<file path="config.mk">
export PLATFORM = sky130hd
export DESIGN_NAME = cfg_keep
export DESIGN_NICKNAME = d
export VERILOG_FILES = /design/src/rtl/cfg_keep_pkg.sv /design/src/rtl/cfg_keep_cmd.sv /design/src/rtl/cfg_keep_seq.sv /design/src/rtl/cfg_keep_regs.sv /design/src/rtl/cfg_keep.sv
export SDC_FILE = /design/constraint.sdc
export NUM_CORES = 1
export LEC_CHECK = 0
export BUFFER_PORTS_ARGS = -buffer_cell sky130_fd_sc_hd__buf_2
export CAP_MARGIN = 40
export CORE_ASPECT_RATIO = 1.75
export CORE_MARGIN = 2
export CORE_UTILIZATION = 53
export DETAILED_ROUTE_END_ITERATION = 10
export PLACE_DENSITY_LB_ADDON = 0.12
export SLEW_MARGIN = 20
export SYNTH_ARGS = -nofsm -noshare
export SYNTH_HDL_FRONTEND = slang
export SYNTH_SLANG_ARGS = --single-unit
</file>
<file path="constraint.sdc">
create_clock -name clk -period 2.7 [get_ports clk]
set_input_delay 0.54 -clock clk [delete_from_list [all_inputs] [get_ports clk]]
set_output_delay 0.54 -clock clk [all_outputs]
set_load 0.01 [all_outputs]
</file>
<file path="src/rtl/cfg_keep_pkg.sv">
package cfg_keep_pkg;

  localparam int NREG = 6;
  localparam logic [7:0] CMD_ADDR   = 8'h4E;
  localparam logic [7:0] CRCEN_ADDR = 8'h0A;
  localparam logic [7:0] POLY_ADDR  = 8'h0B;
  localparam logic [3:0] CMD_KEY    = 4'hA;

  typedef enum logic [1:0] {ST_IDLE, ST_SAVE, ST_LOAD} seq_st_t;

  function automatic logic [7:0] ent_addr(input int i);
    case (i)
      0: return 8'h09;
      1: return 8'h0C;
      2: return 8'h13;
      3: return 8'h16;
      4: return 8'h29;
      default: return 8'h2D;
    endcase
  endfunction

  function automatic logic [7:0] ent_mask(input int i);
    case (i)
      0: return 8'h0F;
      1: return 8'h53;
      2: return 8'hFF;
      3: return 8'hF0;
      4: return 8'h20;
      default: return 8'hFF;
    endcase
  endfunction

  function automatic logic [7:0] ent_dflt(input int i);
    case (i)
      0: return 8'hA0;
      1: return 8'h24;
      3: return 8'h05;
      4: return 8'h11;
      default: return 8'h00;
    endcase
  endfunction

endpackage

</file>
<file path="src/rtl/cfg_keep_cmd.sv">
module cfg_keep_cmd
  import cfg_keep_pkg::*;
#(
  parameter int MAX_CYC = 500,
  parameter int CYC_W   = 9
) (
  input  logic             clk,
  input  logic             rst_n,
  input  logic             wr_en,
  input  logic [7:0]       wr_addr,
  input  logic             go_bit,
  input  logic [3:0]       key,
  input  logic             crc_ok,
  input  logic             crc_en,
  input  logic             idle,
  input  logic             rst_req,
  input  logic [CYC_W-1:0] cyc_cnt,
  output logic             start_save,
  output logic             err_q
);

  logic hit, good, room, err_set;

  always_comb begin
    hit        = wr_en & idle & ~rst_req & (wr_addr == CMD_ADDR) & go_bit;
    good       = (key == CMD_KEY) & crc_en & crc_ok;
    room       = cyc_cnt < CYC_W'(MAX_CYC);
    start_save = hit & good & room;
    err_set    = hit & ~good;
  end

  always_ff @(posedge clk or negedge rst_n) begin
    if (!rst_n)       err_q <= 1'b0;
    else if (err_set) err_q <= 1'b1;
  end

endmodule

</file>
<file path="src/rtl/cfg_keep_seq.sv">
module cfg_keep_seq
  import cfg_keep_pkg::*;
#(
  parameter int WR_LAT  = 4,
  parameter int MAX_CYC = 500,
  parameter int CYC_W   = 9,
  parameter int IDX_W   = 3
) (
  input  logic             clk,
  input  logic             rst_n,
  input  logic             start_save,
  input  logic             rst_req,
  output logic             idle,
  output logic             save_act,
  output logic             ld_start,
  output logic             ld_we,
  output logic             nv_we,
  output logic [IDX_W-1:0] idx,
  output logic             restart,
  output logic [CYC_W-1:0] cyc_cnt
);

  localparam int LAT_W = $clog2(WR_LAT + 1);
  localparam logic [IDX_W-1:0] LAST = IDX_W'(NREG - 1);

  seq_st_t          state_q, state_d;
  logic [IDX_W-1:0] idx_q, idx_d;
  logic [LAT_W-1:0] lat_q, lat_d;
  logic [CYC_W-1:0] cyc_q, cyc_d;
  logic             rs_q, rs_d;

  always_comb begin
    state_d  = state_q;
    idx_d    = idx_q;
    lat_d    = lat_q;
    cyc_d    = cyc_q;
    nv_we    = 1'b0;
    ld_we    = 1'b0;
    ld_start = 1'b0;
    rs_d     = 1'b0;
    case (state_q)
      ST_IDLE: begin
        if (start_save) begin
          state_d = ST_SAVE;
          idx_d   = '0;
          lat_d   = '0;
        end else if (rst_req) begin
          ld_start = 1'b1;
          state_d  = ST_LOAD;
          idx_d    = '0;
        end
      end
      ST_SAVE: begin
        if (lat_q == LAT_W'(WR_LAT - 1)) begin
          nv_we = 1'b1;
          lat_d = '0;
          if (idx_q == LAST) begin
            state_d = ST_IDLE;
            cyc_d   = cyc_q + 1'b1;
          end else begin
            idx_d = idx_q + 1'b1;
          end
        end else begin
          lat_d = lat_q + 1'b1;
        end
      end
      ST_LOAD: begin
        ld_we = 1'b1;
        if (idx_q == LAST) begin
          state_d = ST_IDLE;
          rs_d    = 1'b1;
        end else begin
          idx_d = idx_q + 1'b1;
        end
      end
      default: state_d = ST_IDLE;
    endcase
  end

  always_ff @(posedge clk or negedge rst_n) begin
    if (!rst_n) begin
      state_q <= ST_IDLE;
      idx_q   <= '0;
      lat_q   <= '0;
      cyc_q   <= '0;
      rs_q    <= 1'b0;
    end else begin
      state_q <= state_d;
      idx_q   <= idx_d;
      lat_q   <= lat_d;
      cyc_q   <= cyc_d;
      rs_q    <= rs_d;
    end
  end

  assign idle     = (state_q == ST_IDLE);
  assign save_act = (state_q == ST_SAVE);
  assign idx      = idx_q;
  assign restart  = rs_q;
  assign cyc_cnt  = cyc_q;

endmodule

</file>
<file path="src/rtl/cfg_keep_regs.sv">
module cfg_keep_regs
  import cfg_keep_pkg::*;
#(
  parameter int IDX_W = 3
) (
  input  logic             clk,
  input  logic             rst_n,
  input  logic             host_we,
  input  logic [7:0]       wr_addr,
  input  logic [7:0]       wr_data,
  input  logic             ld_start,
  input  logic             ld_we,
  input  logic             nv_we,
  input  logic [IDX_W-1:0] idx,
  input  logic [7:0]       rd_addr,
  output logic [7:0]       rd_word,
  output logic             crc_en,
  output logic             poly
);

  logic [NREG-1:0][7:0] val_vec;

  for (genvar g = 0; g < NREG; g++) begin : g_ent
    localparam logic [7:0] A = ent_addr(g);
    localparam logic [7:0] M = ent_mask(g);
    localparam logic [7:0] D = ent_dflt(g);
    logic [7:0] val_q, val_d, nv_q;
    logic       sel;

    assign sel = (idx == IDX_W'(g));

    always_comb begin
      val_d = val_q;
      if (ld_start)                           val_d = D;
      else if (ld_we && sel)                  val_d = (D & ~M) | (nv_q & M);
      else if (host_we && (wr_addr == A))     val_d = wr_data;
    end

    always_ff @(posedge clk or negedge rst_n) begin
      if (!rst_n) val_q <= D;
      else        val_q <= val_d;
    end

    always_ff @(posedge clk or negedge rst_n) begin
      if (!rst_n)            nv_q <= '0;
      else if (nv_we && sel) nv_q <= val_q & M;
    end

    assign val_vec[g] = val_q;
  end

  always_ff @(posedge clk or negedge rst_n) begin
    if (!rst_n) begin
      crc_en <= 1'b0;
      poly   <= 1'b0;
    end else if (ld_start) begin
      crc_en <= 1'b0;
      poly   <= 1'b0;
    end else if (host_we) begin
      if (wr_addr == CRCEN_ADDR) crc_en <= wr_data[0];
      if (wr_addr == POLY_ADDR)  poly   <= wr_data[0];
    end
  end

  always_comb begin
    rd_word = '0;
    if (rd_addr == CRCEN_ADDR) rd_word = {7'b0, crc_en};
    if (rd_addr == POLY_ADDR)  rd_word = {7'b0, poly};
    for (int i = 0; i < NREG; i++) begin
      if (rd_addr == ent_addr(i)) rd_word = val_vec[i];
    end
  end

endmodule

</file>
<file path="src/rtl/cfg_keep.sv">
module cfg_keep
  import cfg_keep_pkg::*;
#(
  parameter int WR_LAT  = 4,
  parameter int MAX_CYC = 500,
  parameter int CYC_W   = $clog2(MAX_CYC + 1)
) (
  input  logic             clk,
  input  logic             rst_n,
  input  logic             wr_en,
  input  logic [7:0]       wr_addr,
  input  logic [7:0]       wr_data,
  input  logic             crc_ok,
  input  logic [7:0]       rd_addr,
  output logic [7:0]       rd_data,
  input  logic             rst_req,
  output logic             busy,
  output logic             restart,
  output logic             cmd_err,
  output logic             crc_chk_en,
  output logic             crc_poly,
  output logic [CYC_W-1:0] wr_cycles
);

  localparam int IDX_W = (NREG > 1) ? $clog2(NREG) : 1;

  logic             idle, save_act, ld_start, ld_we, nv_we, start_save, host_we;
  logic [IDX_W-1:0] idx;
  logic [7:0]       rd_word;

  assign host_we = wr_en & idle & ~rst_req & (wr_addr != CMD_ADDR);

  cfg_keep_cmd #(.MAX_CYC(MAX_CYC), .CYC_W(CYC_W)) cmd_i (
    .clk(clk), .rst_n(rst_n), .wr_en(wr_en), .wr_addr(wr_addr),
    .go_bit(wr_data[7]), .key(wr_data[3:0]), .crc_ok(crc_ok),
    .crc_en(crc_chk_en), .idle(idle), .rst_req(rst_req),
    .cyc_cnt(wr_cycles), .start_save(start_save), .err_q(cmd_err)
  );

  cfg_keep_seq #(.WR_LAT(WR_LAT), .MAX_CYC(MAX_CYC), .CYC_W(CYC_W), .IDX_W(IDX_W)) seq_i (
    .clk(clk), .rst_n(rst_n), .start_save(start_save), .rst_req(rst_req),
    .idle(idle), .save_act(save_act), .ld_start(ld_start), .ld_we(ld_we),
    .nv_we(nv_we), .idx(idx), .restart(restart), .cyc_cnt(wr_cycles)
  );

  cfg_keep_regs #(.IDX_W(IDX_W)) regs_i (
    .clk(clk), .rst_n(rst_n), .host_we(host_we), .wr_addr(wr_addr),
    .wr_data(wr_data), .ld_start(ld_start), .ld_we(ld_we), .nv_we(nv_we),
    .idx(idx), .rd_addr(rd_addr), .rd_word(rd_word),
    .crc_en(crc_chk_en), .poly(crc_poly)
  );

  assign busy    = ~idle;
  assign rd_data = (rd_addr == CMD_ADDR) ? {save_act, 7'b0} : rd_word;

endmodule

</file>
==> results.yml, run 1 <==
outcome:
  status: "complete, no violations"
synth:
  netlist_area_sq_um: 5150
  synth.avg_cell_area_sq_um: 10.5
  syn-instance-count: 489
  synth_ff_type: "dfrtp_1"
  synthDistinctLibCells: 52
  synth_seq_cells: 98
  synth_edf_count: 0
  synth_nets: 529
  async_flop_share_pct: 100
  yosys_warnings: 0
  synth-seq-area-share_pct: 47.8
final_layout:
  finalNetCount: 594
  layout_commonest_cell: "dfrtp_1"
  syn_to_final_growth_pct: 15.9
  final_util_pct: 63.1
  antennaDiodeCount: 0
  final_cell_mix: "dfrtp_1 (90), mux2i_1 (53), nor2_1 (51)"
  drive_gt1_share_pct: 25.6
clock_tree:
  clockRootBuffer: "clkbuf_16"
  clock_path_buffers: 2
  cts_setup_buffers: 0
  cts_sinks: 98
  path_clk_slew_ns: 0.06
  cts_made_buffers: 9
  clkLatencyLatePin_ns: 0.35
  postCtsHoldBufs: 0
  cts-htree-levels: 3
  tritoncts: "done"
sta:
  min_period_ns: 2.63
  setup_slack_ns: 0.0659
  rsz0062_at_grt: "no"
  fin_tns_setup_ns: 0
  post-route-period-util_pct: 97.6
  clock-skew-final_ns: 0.00898
  final_max_slew_viol_count: 0
  fin_hold_ws_ns: 0.108
  worst_slew_pin_slew_ns: 0.866
  fmax_ghz: 0.380
  slew_headroom_pct: 41.5
  finalSetupViolations: 0
  hold_violations: 0
power:
  p_per_area_nw_per_um2: 673
  p_leak_nw: 2.91
  peakVddDrop_v: 0.000457
floorplanning:
  die_h_um: 134
  io_pins: 51
  dieArea_sq_um: 10600
  rows: 47
  core_sq_um: 9470
  start_util_pct: 54.4
  die_width_um: 78.5
detailed_routing:
  routed_via_density: 6.07
  drtIter0Drc: 379
  wl_per_cell_um: 20.2
  dr.pass1.iters: 5
  wl_um: 13700
  postRouteAntennaNets: 0
  vias: 4135
  drc: 0
worst_setup_path:
  arrival_ns: 2.09
  crit_required_ns: 2.16
  cp-start-kind: "primary input"
  crit_fanout: 7
  cp-end-kind: "output port"
  path_class: "in -> out"
global_route:
  grt_overflow_total: 0
  grt_util_all_layers_pct: 27.9
  grt_pass1_wl_um: 22000
  grt_max_degree: 45
  first_global_vias: 4111
  antenna_found_initial: 0
place:
  dp_hpwl_um: 10300
  pre_cts_ws_ns: -0.0405
  finalWeightedCongestion: 0.929
  port_buffers: 50
worst_hold_path:
  hold_path.class: "in -> async"
run:
  maxCapViolations: 0
-- worst paths after layout --
path	depth (start not counted)	startpoint	slack, ns	endpoint
worst max-delay path	6	rd_addr[1]	0.07	rd_data[7]
worst min-delay path	1	rst_n	0.11	seq_i.cyc_cnt[6]
worst max register to register	8	seq_i.state_q[0]	0.32	regs_i.g_ent[2].val_q[2]
worst min register to register	1	cmd_i.err_q	0.46	cmd_i.err_q
max in group asynchronous	2	rst_n	1.82	regs_i.g_ent[1].val_q[5]
min in group clk	1	cmd_i.err_q	0.46	cmd_i.err_q
-- layout make-up --
cell class              instances  area (sq um)
fillers                       803          3500
clock buffers                  13           260
well taps                     122           153
inverters                      14          52.6
flip-flops and latches         98          2460
multi-input cells             355          2540
clock inverters                 3          40.0
repair buffers                 76           460
-- cell usage after synthesis, types with 4 or more instances --
cell type,number,share of area [%]
xor2_1,5,0.85
inv_1,14,1.0
nor2b_1,5,0.61
ha_1,11,2.7
a211oi_1,14,2.0
nand4_1,6,0.73
o22ai_1,11,1.3
mux2_2,29,6.3
nor2_1,51,3.7
nand2b_1,5,0.61
a21oi_1,31,3.0
nand2_1,35,2.6
nand3_1,19,1.8
o221a_2,4,0.87
mux2i_1,53,10
clkbuf_1,18,1.3
xnor2_1,4,0.68
o21ai_0,27,2.6
dfrtp_1,90,44
a22oi_1,8,1.2
dfstp_2,8,4.1
-- per-stage QoR --
step	power, W	cells	area [sq um]
floorplan	0.00240	489	5150
global placement	0.00272	665	5670
detailed placement	0.00275	665	5670
CTS	0.00404	681	5970
global route	0.00423	681	5970
finish	0.00402	681	5970
-- registers in the layout, summed over array words and instances, names as in the netlist --
register            flops
regs_i.poly             1
regs_i.g_ent.nv_q      29
seq_i.cyc_cnt           9
seq_i.idx               3
seq_i.state_q           2
seq_i.lat_q             3
regs_i.g_ent.val_q     48
seq_i.restart           1
regs_i.crc_en           1
cmd_i.err_q             1
-- where the power goes --
part / internal [W] / switching [W]
sequential: 0.00163 / 0.000179
clock: 0.000766 / 0.000519
combinational: 0.000345 / 0.000574
total: 0.00275 / 0.00127
-- routing by layer --
| metal | up-vias | routed length, um | global-route usage (%) |
|---|---|---|---|
| li1 | 1912 | - | - |
| met1 | 2057 | 5420 | 33.6 |
| met2 | 123 | 6870 | 45.3 |
| met3 | 43 | 503 | 4.71 |
| met4 | 0 | 939 | 18.8 |
| met5 | - | 0 | 0 |
-- timing repair --
item	4_1_cts	5_1_grt
endpoints found under the setup margin	0	6
resized for setup	0	1
endpoints found under the hold margin	0	0
-- worst max-delay path: stages --
cell,delay [ns]
buf_2,0.13
nor4bb_1,0.51
nand3_1,0.37
o21ai_0,0.29
a32oi_1,0.10
buf_2,0.15
-- kinds of logic after synthesis --
kind of cell / share of synthesized area [%]
multiplexers: 16.6
adder cells (fa/ha/maj): 2.67
flip-flops: 47.8
AND/OR/NAND/NOR: 14.2
buffers and inverters: 2.87
AO/OA/AOI/OAI: 14.3
XOR/XNOR: 1.53
Power figures use the tool's default switching activity.
==> inputs of run 2 (changes only) <==
==> constraint.sdc (replaced) <==
create_clock -name clk -period 3 [get_ports clk]
set_input_delay 0.6 -clock clk [delete_from_list [all_inputs] [get_ports clk]]
set_output_delay 0.6 -clock clk [all_outputs]
set_load 0.01 [all_outputs]
==> run 2 against run 1 <==
Worst setup slack improved by 0.14 ns. Sequential power fell by 9%. Die area did not move. Final area fell by 0.80%. Worst hold slack improved by 0.21 ns. Combinational power fell by 11%. Clock power barely moved. Clock skew rose by 0.0011 ns. Total power fell by 7.4%. Via count fell by 1.4%. First-iteration DRC count fell by 3.4%. Routed wire length fell by 0.49%. Critical endpoint is now rd_data[1]. Largest cell class unchanged. Largest power group unchanged.
==> results.yml, run 2 (same netlist as run 1, synthesis figures left out) <==
outcome:
  status: "complete, no violations"
worst_hold_path:
  hold_path.class: "in -> async"
global_route:
  grt_pass1_wl_um: 22200
  antenna_found_initial: 0
  grt_overflow_total: 0
  first_global_vias: 4143
  grt_util_all_layers_pct: 27.7
  grt_max_degree: 55
run:
  maxCapViolations: 0
power:
  p_leak_nw: 2.87
  peakVddDrop_v: 0.000370
  p_per_area_nw_per_um2: 628
place:
  port_buffers: 50
  place_area_sq_um: 5590
  finalWeightedCongestion: 0.955
  dp_hpwl_um: 10000
clock_tree:
  tritoncts: "done"
  postCtsHoldBufs: 0
  cts-resized-gates: 0
  cts_sinks: 98
  clock_path_buffers: 2
  cts_made_buffers: 9
  clkLatencyLatePin_ns: 0.34
  clockRootBuffer: "clkbuf_16"
  cts_setup_buffers: 0
  cts-htree-levels: 3
  path_clk_slew_ns: 0.07
sta:
  worst_slew_pin_slew_ns: 0.847
  final_max_slew_viol_count: 0
  hold_violations: 0
  clock-skew-final_ns: 0.0101
  post-route-period-util_pct: 93.2
  slew_headroom_pct: 43.5
  min_period_ns: 2.80
  fmax_ghz: 0.358
  rsz0062_at_grt: "no"
  fin_tns_setup_ns: 0
  finalSetupViolations: 0
worst_setup_path:
  arrival_ns: 2.20
  slowest_stage: "nor4bb_1"
  crit_fanout: 13
  cp_common_cell: "buf_2"
  crit_required_ns: 2.40
  cp-end-kind: "output port"
  crit_chain: "buf_2 -> nor4bb_1 -> nand2_1 -> o22ai_1 -> o21ai_0 -> a21oi_1 -> buf_2"
  cp-start-kind: "primary input"
  cpPeakStageDelay_ns: 0.44
  path_class: "in -> out"
final_layout:
  drive_gt1_share_pct: 24.2
  multi_input_area_sq_um: 2540
  antennaDiodeCount: 0
  fill_cells: 792
  syn_to_final_growth_pct: 15.0
  fin_area_sq_um: 5920
  final_cell_mix: "dfrtp_1 (90), mux2i_1 (53), nor2_1 (51)"
  regMostFlops: "regs_i.g_ent.val_q"
  finalNetCount: 584
  largest_reg_flops: 48
  seqCellArea_sq_um: 2460
  layout_commonest_cell: "dfrtp_1"
detailed_routing:
  wl_um: 13700
  drc: 0
  dr.pass1.iters: 5
  vias: 4078
  wl_per_cell_um: 20.4
  postRouteAntennaNets: 0
  drtIter0Drc: 366
  routed_via_density: 6.08
floorplanning:
  rows: 47
  die_width_um: 78.5
  dieArea_sq_um: 10600
  io_pins: 51
  die_h_um: 134
  core_sq_um: 9470
  start_util_pct: 54.4
-- run 2: cell types whose count changed in the layout (fill, tap and decap cells not counted), sizes merged --
cell,change
buf,-10
bufinv,+1
clkbuf,-1
-- run 2: metal layers --
layer / wire length, um / global-route usage, % / up-vias / part of all wire, %
met5: 0 / 0 / - / 0
met4: 459 / 10.7 / 0 / 3.4
met3: 536 / 4.37 / 25 / 3.9
met2: 7190 / 48.1 / 140 / 53
met1: 5480 / 34.4 / 2015 / 40
li1: - / - / 1898 / -
-- run 2: path summary, 6_finish.rpt --
path | from | end | slack, ns | cells past startpoint
min in group clk | cmd_i.err_q | cmd_i.err_q | 0.46 | 1
setup / recovery | rd_addr[3] | rd_data[1] | 0.20 | 7
hold reg to reg | cmd_i.err_q | cmd_i.err_q | 0.46 | 1
setup reg to reg | seq_i.state_q[0] | regs_i.g_ent[0].val_q[1] | 0.61 | 8
max in group asynchronous | rst_n | regs_i.g_ent[1].val_q[2] | 1.90 | 2
hold / removal | rst_n | seq_i.cyc_cnt[4] | 0.31 | 1
-- run 2: area by class of cell --
type	instances	share of cell area, %
Multi-Input combinational cell	355	42.9
Sequential cell	98	41.6
Timing Repair Buffer	66	6.51
Clock buffer	12	4.33
Tap cell	122	2.58
Clock inverter	4	1.25
Inverter	14	0.887
-- run 2: through the flow --
step | hold WS, ns | instances | setup WS, ns | util [%] | power (W)
after global routing | 0.355 | 671 | 0.0978 | 62.6 | 0.00392
after floorplan | 0.304 | 489 | 0.628 | - | 0.00216
after CTS | 0.338 | 671 | 0.259 | 62.6 | 0.00374
after global placement | 0.436 | 655 | 0.404 | 59.1 | 0.00244
after detailed placement | 0.449 | 655 | 0.269 | 59.1 | 0.00247
final | 0.313 | 671 | 0.205 | 62.6 | 0.00372
-- run 2: power breakdown --
part,internal [W],switching [W]
combinational,0.000303,0.000514
clock,0.000777,0.000489
sequential,0.00147,0.000166
total,0.00255,0.00117
-- run 2: worst max-delay path, delay by kind of cell --
family	cells	cell delay [ns]
simple gates	2	0.73
compound gates	3	0.52
buf+inv	2	0.33
